`src/rtl/gpio_port_pkg.sv`:
```
package gpio_port_pkg;

    // Order of the interrupt registers above the bank registers
    typedef enum logic [2:0] {
        IRQ_EDGE = 3'd0,
        IRQ_HIGH = 3'd1,
        IRQ_LOW  = 3'd2,
        IRQ_EN   = 3'd3,
        IRQ_CLR  = 3'd4,
        IRQ_PEND = 3'd5
    } irq_reg_e;

    localparam int IRQ_REG_COUNT = 6;
    localparam int IRQ_WR_COUNT  = 5;   // pending register is read-only

endpackage

```
`src/rtl/gpio_bank.sv`:
```
module gpio_bank #(
    parameter int W = 32
) (
    input  logic         clk,
    input  logic         rst_n,
    input  logic         wr_dir,
    input  logic         wr_sel,
    input  logic         wr_out,
    input  logic [W-1:0] wdata,
    input  logic [W-1:0] pin_in,
    input  logic [W-1:0] alt_out,
    input  logic [W-1:0] alt_oe,
    output logic [W-1:0] pad_out,
    output logic [W-1:0] pad_oe,
    output logic [W-1:0] dir_o,
    output logic [W-1:0] sel_o,
    output logic [W-1:0] out_o,
    output logic [W-1:0] in_o
);

    typedef struct packed {
        logic [W-1:0] dir;
        logic [W-1:0] sel;
        logic [W-1:0] out;
        logic [W-1:0] meta;
        logic [W-1:0] sync;
    } bank_state_t;

    bank_state_t bank_d, bank_q;

    always_comb begin
        bank_d      = bank_q;
        bank_d.meta = pin_in;
        bank_d.sync = bank_q.meta;
        if (wr_dir) bank_d.dir = wdata;
        if (wr_sel) bank_d.sel = wdata;
        if (wr_out) bank_d.out = wdata;
    end

    always_ff @(posedge clk) begin
        if (!rst_n) bank_q <= '0;
        else        bank_q <= bank_d;
    end

    // Per-pin source mux: port registers or alternate function
    for (genvar i = 0; i < W; i++) begin : g_pin
        assign pad_out[i] = bank_q.sel[i] ? alt_out[i] : bank_q.out[i];
        assign pad_oe[i]  = bank_q.sel[i] ? alt_oe[i]  : bank_q.dir[i];
    end

    assign dir_o = bank_q.dir;
    assign sel_o = bank_q.sel;
    assign out_o = bank_q.out;
    assign in_o  = bank_q.sync;

    AST_OUT_WRITE_TAKES: assert property (@(posedge clk) disable iff (!rst_n)
        wr_out |=> (out_o == $past(wdata)));

endmodule

```
`src/rtl/gpio_irq.sv`:
```
module gpio_irq
    import gpio_port_pkg::*;
#(
    parameter int N = 16
) (
    input  logic                    clk,
    input  logic                    rst_n,
    input  logic [IRQ_WR_COUNT-1:0] wr,
    input  logic [N-1:0]            wdata,
    input  logic [N-1:0]            lvl,
    output logic [N-1:0]            edge_o,
    output logic [N-1:0]            high_o,
    output logic [N-1:0]            low_o,
    output logic [N-1:0]            en_o,
    output logic [N-1:0]            clr_o,
    output logic [N-1:0]            pend_o,
    output logic                    irq
);

    typedef struct packed {
        logic [N-1:0] edg;
        logic [N-1:0] high;
        logic [N-1:0] low;
        logic [N-1:0] en;
        logic [N-1:0] clr;
        logic [N-1:0] pend;
        logic [N-1:0] prev;
    } irq_state_t;

    irq_state_t irq_d, irq_q;

    always_comb begin
        irq_d      = irq_q;
        irq_d.prev = lvl;
        if (wr[IRQ_EDGE]) irq_d.edg  = wdata;
        if (wr[IRQ_HIGH]) irq_d.high = wdata;
        if (wr[IRQ_LOW])  irq_d.low  = wdata;
        if (wr[IRQ_EN])   irq_d.en   = wdata;
        if (wr[IRQ_CLR])  irq_d.clr  = wdata;
        for (int i = 0; i < N; i++) begin
            logic lvl_hit, edg_hit;
            lvl_hit = !irq_q.edg[i] &&
                      ((irq_q.high[i] && lvl[i]) || (irq_q.low[i] && !lvl[i]));
            edg_hit = irq_q.edg[i] && !irq_q.clr[i] &&
                      ((irq_q.high[i] &&  lvl[i] && !irq_q.prev[i]) ||
                       (irq_q.low[i]  && !lvl[i] &&  irq_q.prev[i]));
            irq_d.pend[i] = (irq_q.pend[i] && !irq_q.clr[i]) || lvl_hit || edg_hit;
        end
    end

    always_ff @(posedge clk) begin
        if (!rst_n) irq_q <= '0;
        else        irq_q <= irq_d;
    end

    assign edge_o = irq_q.edg;
    assign high_o = irq_q.high;
    assign low_o  = irq_q.low;
    assign en_o   = irq_q.en;
    assign clr_o  = irq_q.clr;
    assign pend_o = irq_q.pend;
    assign irq    = |(irq_q.pend & irq_q.en);

    for (genvar i = 0; i < N; i++) begin : g_chk
        AST_EDGE_CLEAR_BLOCKS: assert property (@(posedge clk) disable iff (!rst_n)
            (edge_o[i] && clr_o[i]) |=> !pend_o[i]);
        AST_LEVEL_KEEPS_SETTING: assert property (@(posedge clk) disable iff (!rst_n)
            (!edge_o[i] && high_o[i] && lvl[i]) |=> pend_o[i]);
        AST_PEND_STICKY: assert property (@(posedge clk) disable iff (!rst_n)
            (pend_o[i] && !clr_o[i]) |=> pend_o[i]);
    end

endmodule

```
`src/rtl/gpio_port.sv`:
```
module gpio_port
    import gpio_port_pkg::*;
#(
    parameter int BANK_W    = 32,
    parameter int NUM_BANKS = 2,
    parameter int IRQ_PINS  = 16,
    parameter int ADDR_W    = 4
) (
    input  logic                          clk,
    input  logic                          rst_n,
    input  logic [ADDR_W-1:0]             bus_addr,
    input  logic                          bus_we,
    input  logic [BANK_W-1:0]             bus_wdata,
    output logic [BANK_W-1:0]             bus_rdata,
    input  logic [NUM_BANKS*BANK_W-1:0]   pin_in,
    input  logic [NUM_BANKS*BANK_W-1:0]   alt_out,
    input  logic [NUM_BANKS*BANK_W-1:0]   alt_oe,
    output logic [NUM_BANKS*BANK_W-1:0]   pad_out,
    output logic [NUM_BANKS*BANK_W-1:0]   pad_oe,
    output logic                          irq
);

    localparam int DIR_BASE = 0;
    localparam int SEL_BASE = NUM_BANKS;
    localparam int OUT_BASE = 2 * NUM_BANKS;
    localparam int IN_BASE  = 3 * NUM_BANKS;
    localparam int IRQ_BASE = 4 * NUM_BANKS;

    logic [BANK_W-1:0] dir_rd [NUM_BANKS];
    logic [BANK_W-1:0] sel_rd [NUM_BANKS];
    logic [BANK_W-1:0] out_rd [NUM_BANKS];
    logic [BANK_W-1:0] in_rd  [NUM_BANKS];

    for (genvar b = 0; b < NUM_BANKS; b++) begin : g_bank
        gpio_bank #(.W(BANK_W)) u_bank (
            .clk     (clk),
            .rst_n   (rst_n),
            .wr_dir  (bus_we && (int'(bus_addr) == DIR_BASE + b)),
            .wr_sel  (bus_we && (int'(bus_addr) == SEL_BASE + b)),
            .wr_out  (bus_we && (int'(bus_addr) == OUT_BASE + b)),
            .wdata   (bus_wdata),
            .pin_in  (pin_in [b*BANK_W +: BANK_W]),
            .alt_out (alt_out[b*BANK_W +: BANK_W]),
            .alt_oe  (alt_oe [b*BANK_W +: BANK_W]),
            .pad_out (pad_out[b*BANK_W +: BANK_W]),
            .pad_oe  (pad_oe [b*BANK_W +: BANK_W]),
            .dir_o   (dir_rd[b]),
            .sel_o   (sel_rd[b]),
            .out_o   (out_rd[b]),
            .in_o    (in_rd[b])
        );
    end

    logic [IRQ_WR_COUNT-1:0] irq_wr;
    logic [IRQ_PINS-1:0]     irq_rd [IRQ_REG_COUNT];

    for (genvar k = 0; k < IRQ_WR_COUNT; k++) begin : g_irq_wr
        assign irq_wr[k] = bus_we && (int'(bus_addr) == IRQ_BASE + k);
    end

    gpio_irq #(.N(IRQ_PINS)) u_irq (
        .clk    (clk),
        .rst_n  (rst_n),
        .wr     (irq_wr),
        .wdata  (bus_wdata[IRQ_PINS-1:0]),
        .lvl    (in_rd[0][IRQ_PINS-1:0]),
        .edge_o (irq_rd[IRQ_EDGE]),
        .high_o (irq_rd[IRQ_HIGH]),
        .low_o  (irq_rd[IRQ_LOW]),
        .en_o   (irq_rd[IRQ_EN]),
        .clr_o  (irq_rd[IRQ_CLR]),
        .pend_o (irq_rd[IRQ_PEND]),
        .irq    (irq)
    );

    always_comb begin
        bus_rdata = '0;
        for (int b = 0; b < NUM_BANKS; b++) begin
            if (int'(bus_addr) == DIR_BASE + b) bus_rdata = dir_rd[b];
            if (int'(bus_addr) == SEL_BASE + b) bus_rdata = sel_rd[b];
            if (int'(bus_addr) == OUT_BASE + b) bus_rdata = out_rd[b];
            if (int'(bus_addr) == IN_BASE  + b) bus_rdata = in_rd[b];
        end
        for (int k = 0; k < IRQ_REG_COUNT; k++) begin
            if (int'(bus_addr) == IRQ_BASE + k)
                bus_rdata = BANK_W'(irq_rd[k]);
        end
    end

    AST_IRQ_MASKED_OFF: assert property (@(posedge clk) disable iff (!rst_n)
        (bus_we && (int'(bus_addr) == IRQ_BASE + int'(IRQ_EN)) &&
         (bus_wdata[IRQ_PINS-1:0] == '0)) |=> !irq);

endmodule

```
`config.mk`:
```
export PLATFORM = sky130hd
export DESIGN_NAME = gpio_port
export DESIGN_NICKNAME = d
export VERILOG_FILES = /design/src/rtl/gpio_port_pkg.sv /design/src/rtl/gpio_bank.sv /design/src/rtl/gpio_irq.sv /design/src/rtl/gpio_port.sv
export SDC_FILE = /design/constraint.sdc
export NUM_CORES = 1
export LEC_CHECK = 0
export ABC_AREA = 0
export BUFFER_PORTS_ARGS = -buffer_cell sky130_fd_sc_hd__buf_2
export CELL_PAD_IN_SITES_DETAIL_PLACEMENT = 1
export CELL_PAD_IN_SITES_GLOBAL_PLACEMENT = 1
export CORE_MARGIN = 10
export CORE_UTILIZATION = 45
export CTS_CLUSTER_DIAMETER = 200
export CTS_CLUSTER_SIZE = 40
export DETAILED_ROUTE_END_ITERATION = 10
export PLACE_DENSITY = 0.95
export RECOVER_POWER = 50
export SLEW_MARGIN = 15
export SYNTH_ARGS = -nofsm -noshare
export SYNTH_HDL_FRONTEND = slang
export SYNTH_SLANG_ARGS = --single-unit
```
`constraint.sdc`:
```
create_clock -name clk -period 3.25 [get_ports clk]
set_input_delay 0.65 -clock clk [delete_from_list [all_inputs] [get_ports clk]]
set_output_delay 0.65 -clock clk [all_outputs]
set_load 0.005 [all_outputs]
```
# Word-level counts from Yosys, hierarchy flattened
# Cells that the tools add are included.
# word_totals
ff_bits	432
inputBits	231
out_inout_bits	161
# op_classes
n_eq_ne	13
mux	142
bitwise	1
n_reduce_logical	269
# op_table
op	count
2-to-1 mux 32 bit	14
logical AND 1 bit	139
2-to-1 mux 1 bit	128
logical NOT 1 bit	64
logical OR 1 bit	64
== test 4 bit (second input constant)	8
bitwise AND 16 bit	1
== test 4 x 3 -> 1 bit (second input constant)	4
OR reduction 16 bit	1
== test 4 x 2 -> 1 bit (second input constant)	1
logical NOT 4 bit	1

# Longest topological paths before layout
# logic_depth
ltp_word	15
ltp_mapped	8
mapped_depth_nobuf	5

# Modules after synthesis
# From an unflattened synthesis, not the netlist that was laid out.
# hier_totals
hier_cells	2130
area_unflattened_um2	21700.8
# modules_own_cells
mod	n_inst	cells_per_inst	area_per_inst_um2
gpio_bank	2	509	6223.5
gpio_irq	1	543	5544.1
gpio_port	1	569	3709.8

# Worst setup path before layout
# OpenSTA, ideal clock, no wires.
# synth_path
path_kind	input port to output port
from	input port bus_addr[0]
to	output port bus_rdata[9]
t_arrival_ns	1.887
slack_ns	0.713
cell_stages	6
path_buffers	3
cell_sequence	buf_2 > buf_6 > inv_1 > buf_2 > or4_1 > a32oi_1
# synth_via
elab_chain_cells	15
# synth_rtl
item	line	rtl
start: declaration	gpio_port.sv:11	input logic [ADDR_W-1:0] bus_addr,
logical NOT 4 bit	gpio_port.sv:79	if (int'(bus_addr) == DIR_BASE + b) bus_rdata = dir_rd[b];
2-to-1 mux 32 bit	gpio_port.sv:79	
2-to-1 mux 32 bit	gpio_port.sv:80	if (int'(bus_addr) == SEL_BASE + b) bus_rdata = sel_rd[b];
2-to-1 mux 32 bit	gpio_port.sv:81	if (int'(bus_addr) == OUT_BASE + b) bus_rdata = out_rd[b];
2-to-1 mux 32 bit	gpio_port.sv:82	if (int'(bus_addr) == IN_BASE + b) bus_rdata = in_rd[b];
2-to-1 mux 32 bit	gpio_port.sv:79	
2-to-1 mux 32 bit	gpio_port.sv:80	
2-to-1 mux 32 bit	gpio_port.sv:81	
2-to-1 mux 32 bit	gpio_port.sv:82	
2-to-1 mux 32 bit (5 in series)	gpio_port.sv:85	if (int'(bus_addr) == IRQ_BASE + k)
2-to-1 mux 32 bit *	gpio_port.sv:85	
end: declaration	gpio_port.sv:14	output logic [BANK_W-1:0] bus_rdata,
# Mark *: on every way between the ends. The rest lies on a longest branch, timed or not.

# Worst setup path after layout
# layout_path
from	register g_bank[0].u_bank.bank_q, in the netlist g_bank[0].u_bank.sel_o[3]
to	output port bus_rdata[3]
# layout_via
elab_chain_cells	13
# layout_rtl
item	line	rtl
start: declaration	gpio_bank.sv:29	bank_state_t bank_d, bank_q;
start signal: assignment	gpio_bank.sv:42	else bank_q <= bank_d;
2-to-1 mux 32 bit	gpio_port.sv:80	
2-to-1 mux 32 bit	gpio_port.sv:81	
2-to-1 mux 32 bit	gpio_port.sv:82	
2-to-1 mux 32 bit	gpio_port.sv:79	
2-to-1 mux 32 bit	gpio_port.sv:80	
2-to-1 mux 32 bit	gpio_port.sv:81	
2-to-1 mux 32 bit	gpio_port.sv:82	
2-to-1 mux 32 bit (6 in series)	gpio_port.sv:85	
# Every way passes these cells.

==> flow_summary.ini <==
[floorplanning]
dieArea_sq_um = 52800
ioPinCount = 392
rows = 76
fp.dieW_microns = 230
die_height_microns = 230
core_area_sq_um = 43300
start_util_pct = 45.8

[synthesis]
yosys-top-cells-count = 630 x nand2_1, 432 x dfxtp_1, 242 x a21boi_0
post_synthesis_cells = 2283
netlist-cell-type-count = 61
ys_top_cells_by_area = dfxtp_1 44%, nand2_1 12%, a21boi_0 9.2%
synth_nets = 2514
synth.ff_latch_count = 432
netlist.area_leader.share_pct = 43.7
asyncSetResetFlopFracSynth_pct = 0
post_synth.cell_area_avg_sq_um = 8.67
yosys.cell_count.top_type = nand2_1
synth_edf_count = 0
syn_area_sq_um = 19800
synth_ff_type = dfxtp_1
synth_top_area_cell = dfxtp_1
synth.yosys.seq_area_share_pct = 43.7
synth_warn = 0

[critical_path]
cp_data_required_time_ns = 2.60
critical_path.max_fanout = 4
critPathMaxStageDelay_ns = 0.77
cpLargestDelayFamily = compound AO/OA/AOI/OAI gates
worst_setup_path_start_kind = flip-flop
critical-path-slowest-cell = o311ai_0
critPathCaptureType = output port
worst-endpoint-arrival_ns = 2.56
crit_type = reg2out
count_of_buffering_cells_on_the_critical_path_with_inverters_included = 1
worstPathCellList = mux4_2, mux2i_1, o311ai_0, buf_2

[sta]
skew_ns = 0.0204
period_minus_slack_ns = 3.21
setup_violations = 0
fin_tns_setup_ns = 0
max_slew_margin_pct = -75.5
final-max-slew-violation-count = 136
worst-slew-pin-transition_ns = 2.63
maxClockFrequency_ghz = 0.311
hold_viol_final = 0
final.period_utilization_pct = 98.8

[status]
violations_in_the_final_reports = capacitance limit, slew limit
outcome = finished with violations

[finish]
finish.instance_area_sq_um = 22900
post_route_cells_drive_above_1_share_pct = 25.8
syn_to_final_growth_pct = 15.8
fillerInstances = 5252
fin_nets = 2833

[cts]
htree_num_levels = 1
number_of_buffers_created_by_cts = 14
cts.reportedPaths.clkPinSlew_ns = 0.15
clockRootBuffer = clkbuf_16
cts-root-to-sink-buffers = 3
clk_latency_ns = 0.56
tritoncts_clock_tree = done
clock_sinks = 432

[global_route]
grt.total_usage_pct = 30.5
via_count_of_the_first_global_routing_pass = 20000
maximum_number_of_pins_on_one_net_before_global_route_repair = 142
overflow = 0
antenna_found_initial = 11
grt_first_pass_wirelength_microns = 126000

[detailed_routing]
dr.first_iter.drc_count = 2008
route.detailed.wl_per_inst_microns = 26.7
vias = 19200
vias_per_cell = 5.99
route.detailed.drc = 0
drt_wl_total_microns = 85600
drtPass1Iterations = 5
antenna_left = 0

[placement]
post-dp-hpwl_microns = 64400
area_after_dpl_sq_um = 22500
place.gp.congestion = 0.991
io_buffer_count = 391

[job]
cap_violations = 1

[power_and_ir_drop]
total_leakage_power_nw = 8.94
power_per_cell_area_nw_per_um2 = 399
highest_ir_drop_seen_on_vdd_uv = 397

[worst_hold_path]
worst_hold_path_type = in2reg
-- per-stage QoR --
step	total power, mW	util, %	setup slack [ns]	hold slack (ns)	std cells
floorplan	6.16	-	0.713	0.406	2283
global placement	6.65	52.0	0.0580	0.414	3171
detailed placement	6.71	52.0	0.00592	0.419	3171
CTS	9.12	52.9	0.00221	0.274	3187
global route	9.43	53.0	-0.00604	0.275	3197
finish	9.14	53.0	0.0390	0.285	3199
-- cells by family after synthesis --
group	after synthesis	synth area share, %
DFF	432	43.7
muxes	197	12.2
AOI/OAI and AO/OA	541	18.9
buffers and inverters	186	4.32
and+or+nand+nor	927	20.9
-- worst paths after layout --
path         slack (ns)                                   start                                    end  depth (start not counted)
max                0.04  g_bank[0].u_bank.sel_o[3]$_SDFFE_PN0P_                           bus_rdata[3]                          4
min                0.28                               pin_in[2]  g_bank[0].u_bank.bank_d[2]$_SDFF_PN0_                          2
max reg2reg        1.91    g_bank[0].u_bank.in_o[10]$_SDFF_PN0_            u_irq.pend_o[10]$_SDFF_PN0_                          5
min reg2reg        0.45  g_bank[0].u_bank.bank_d[14]$_SDFF_PN0_   g_bank[0].u_bank.in_o[14]$_SDFF_PN0_                          1
-- cell type report --
class                      count  area, sq um  area share (%)
timing repair buffer         477         2740            11.9
sequential                   432         8650            37.7
clock buffer                  15          375            1.64
antenna                       12         30.0           0.131
multi-input combinational   1665        10300            45.1
tap                          585          732            3.19
inverter                      12         45.0           0.197
clock inverter                 1         8.76          0.0382
-- per-layer routing --
layer | wire length (microns) | vias up | track usage [%]
li1 | - | 8383 | -
met1 | 34900 | 9524 | 39.2
met2 | 40300 | 1021 | 50.4
met3 | 6980 | 231 | 4.73
met4 | 3390 | 0 | 12.5
met5 | 0 | - | 0
-- report_power, final --
part / switching, mW / leakage (nW) / internal [mW] / total, mW
logic: 0.633 / 5.23 / 0.461 / 1.09
registers: 0.112 / 3.51 / 5.42 / 5.54
clock network: 1.67 / 0.189 / 0.849 / 2.52
total: 2.41 / 8.94 / 6.73 / 9.14
-- state kept, by name, summed over array words and instances, names as in the netlist, 64 cells and up --
register	count
g_bank.u_bank.out_o	64
g_bank.u_bank.in_o	64
g_bank.u_bank.sel_o	64
g_bank.u_bank.bank_d	64
g_bank.u_bank.dir_o	64
-- layout by cell type (no fill, tap or decap), drive strengths merged, types with 7 or more instances in the layout --
master and count:
o21ai 82, a21oi 58, clkbuf 16, mux2 137, o22ai 50, nand2 630, diode 12, nand3b 16
a21boi 273, dfxtp 432, o221ai 22, nor2 62, buf 476, mux2i 38, o311ai 7, inv 13
a221oi 7, and2 161, nor2b 19, nand3 11, mux4 22
-- what timing repair did --
item	in CTS	in global routing
gates resized for setup	0	2
hold endpoints to repair	0	0
setup buffers	0	0
hold buffers	0	0
endpoints found under the setup margin	0	2
(Power assumes the default switching activity.)
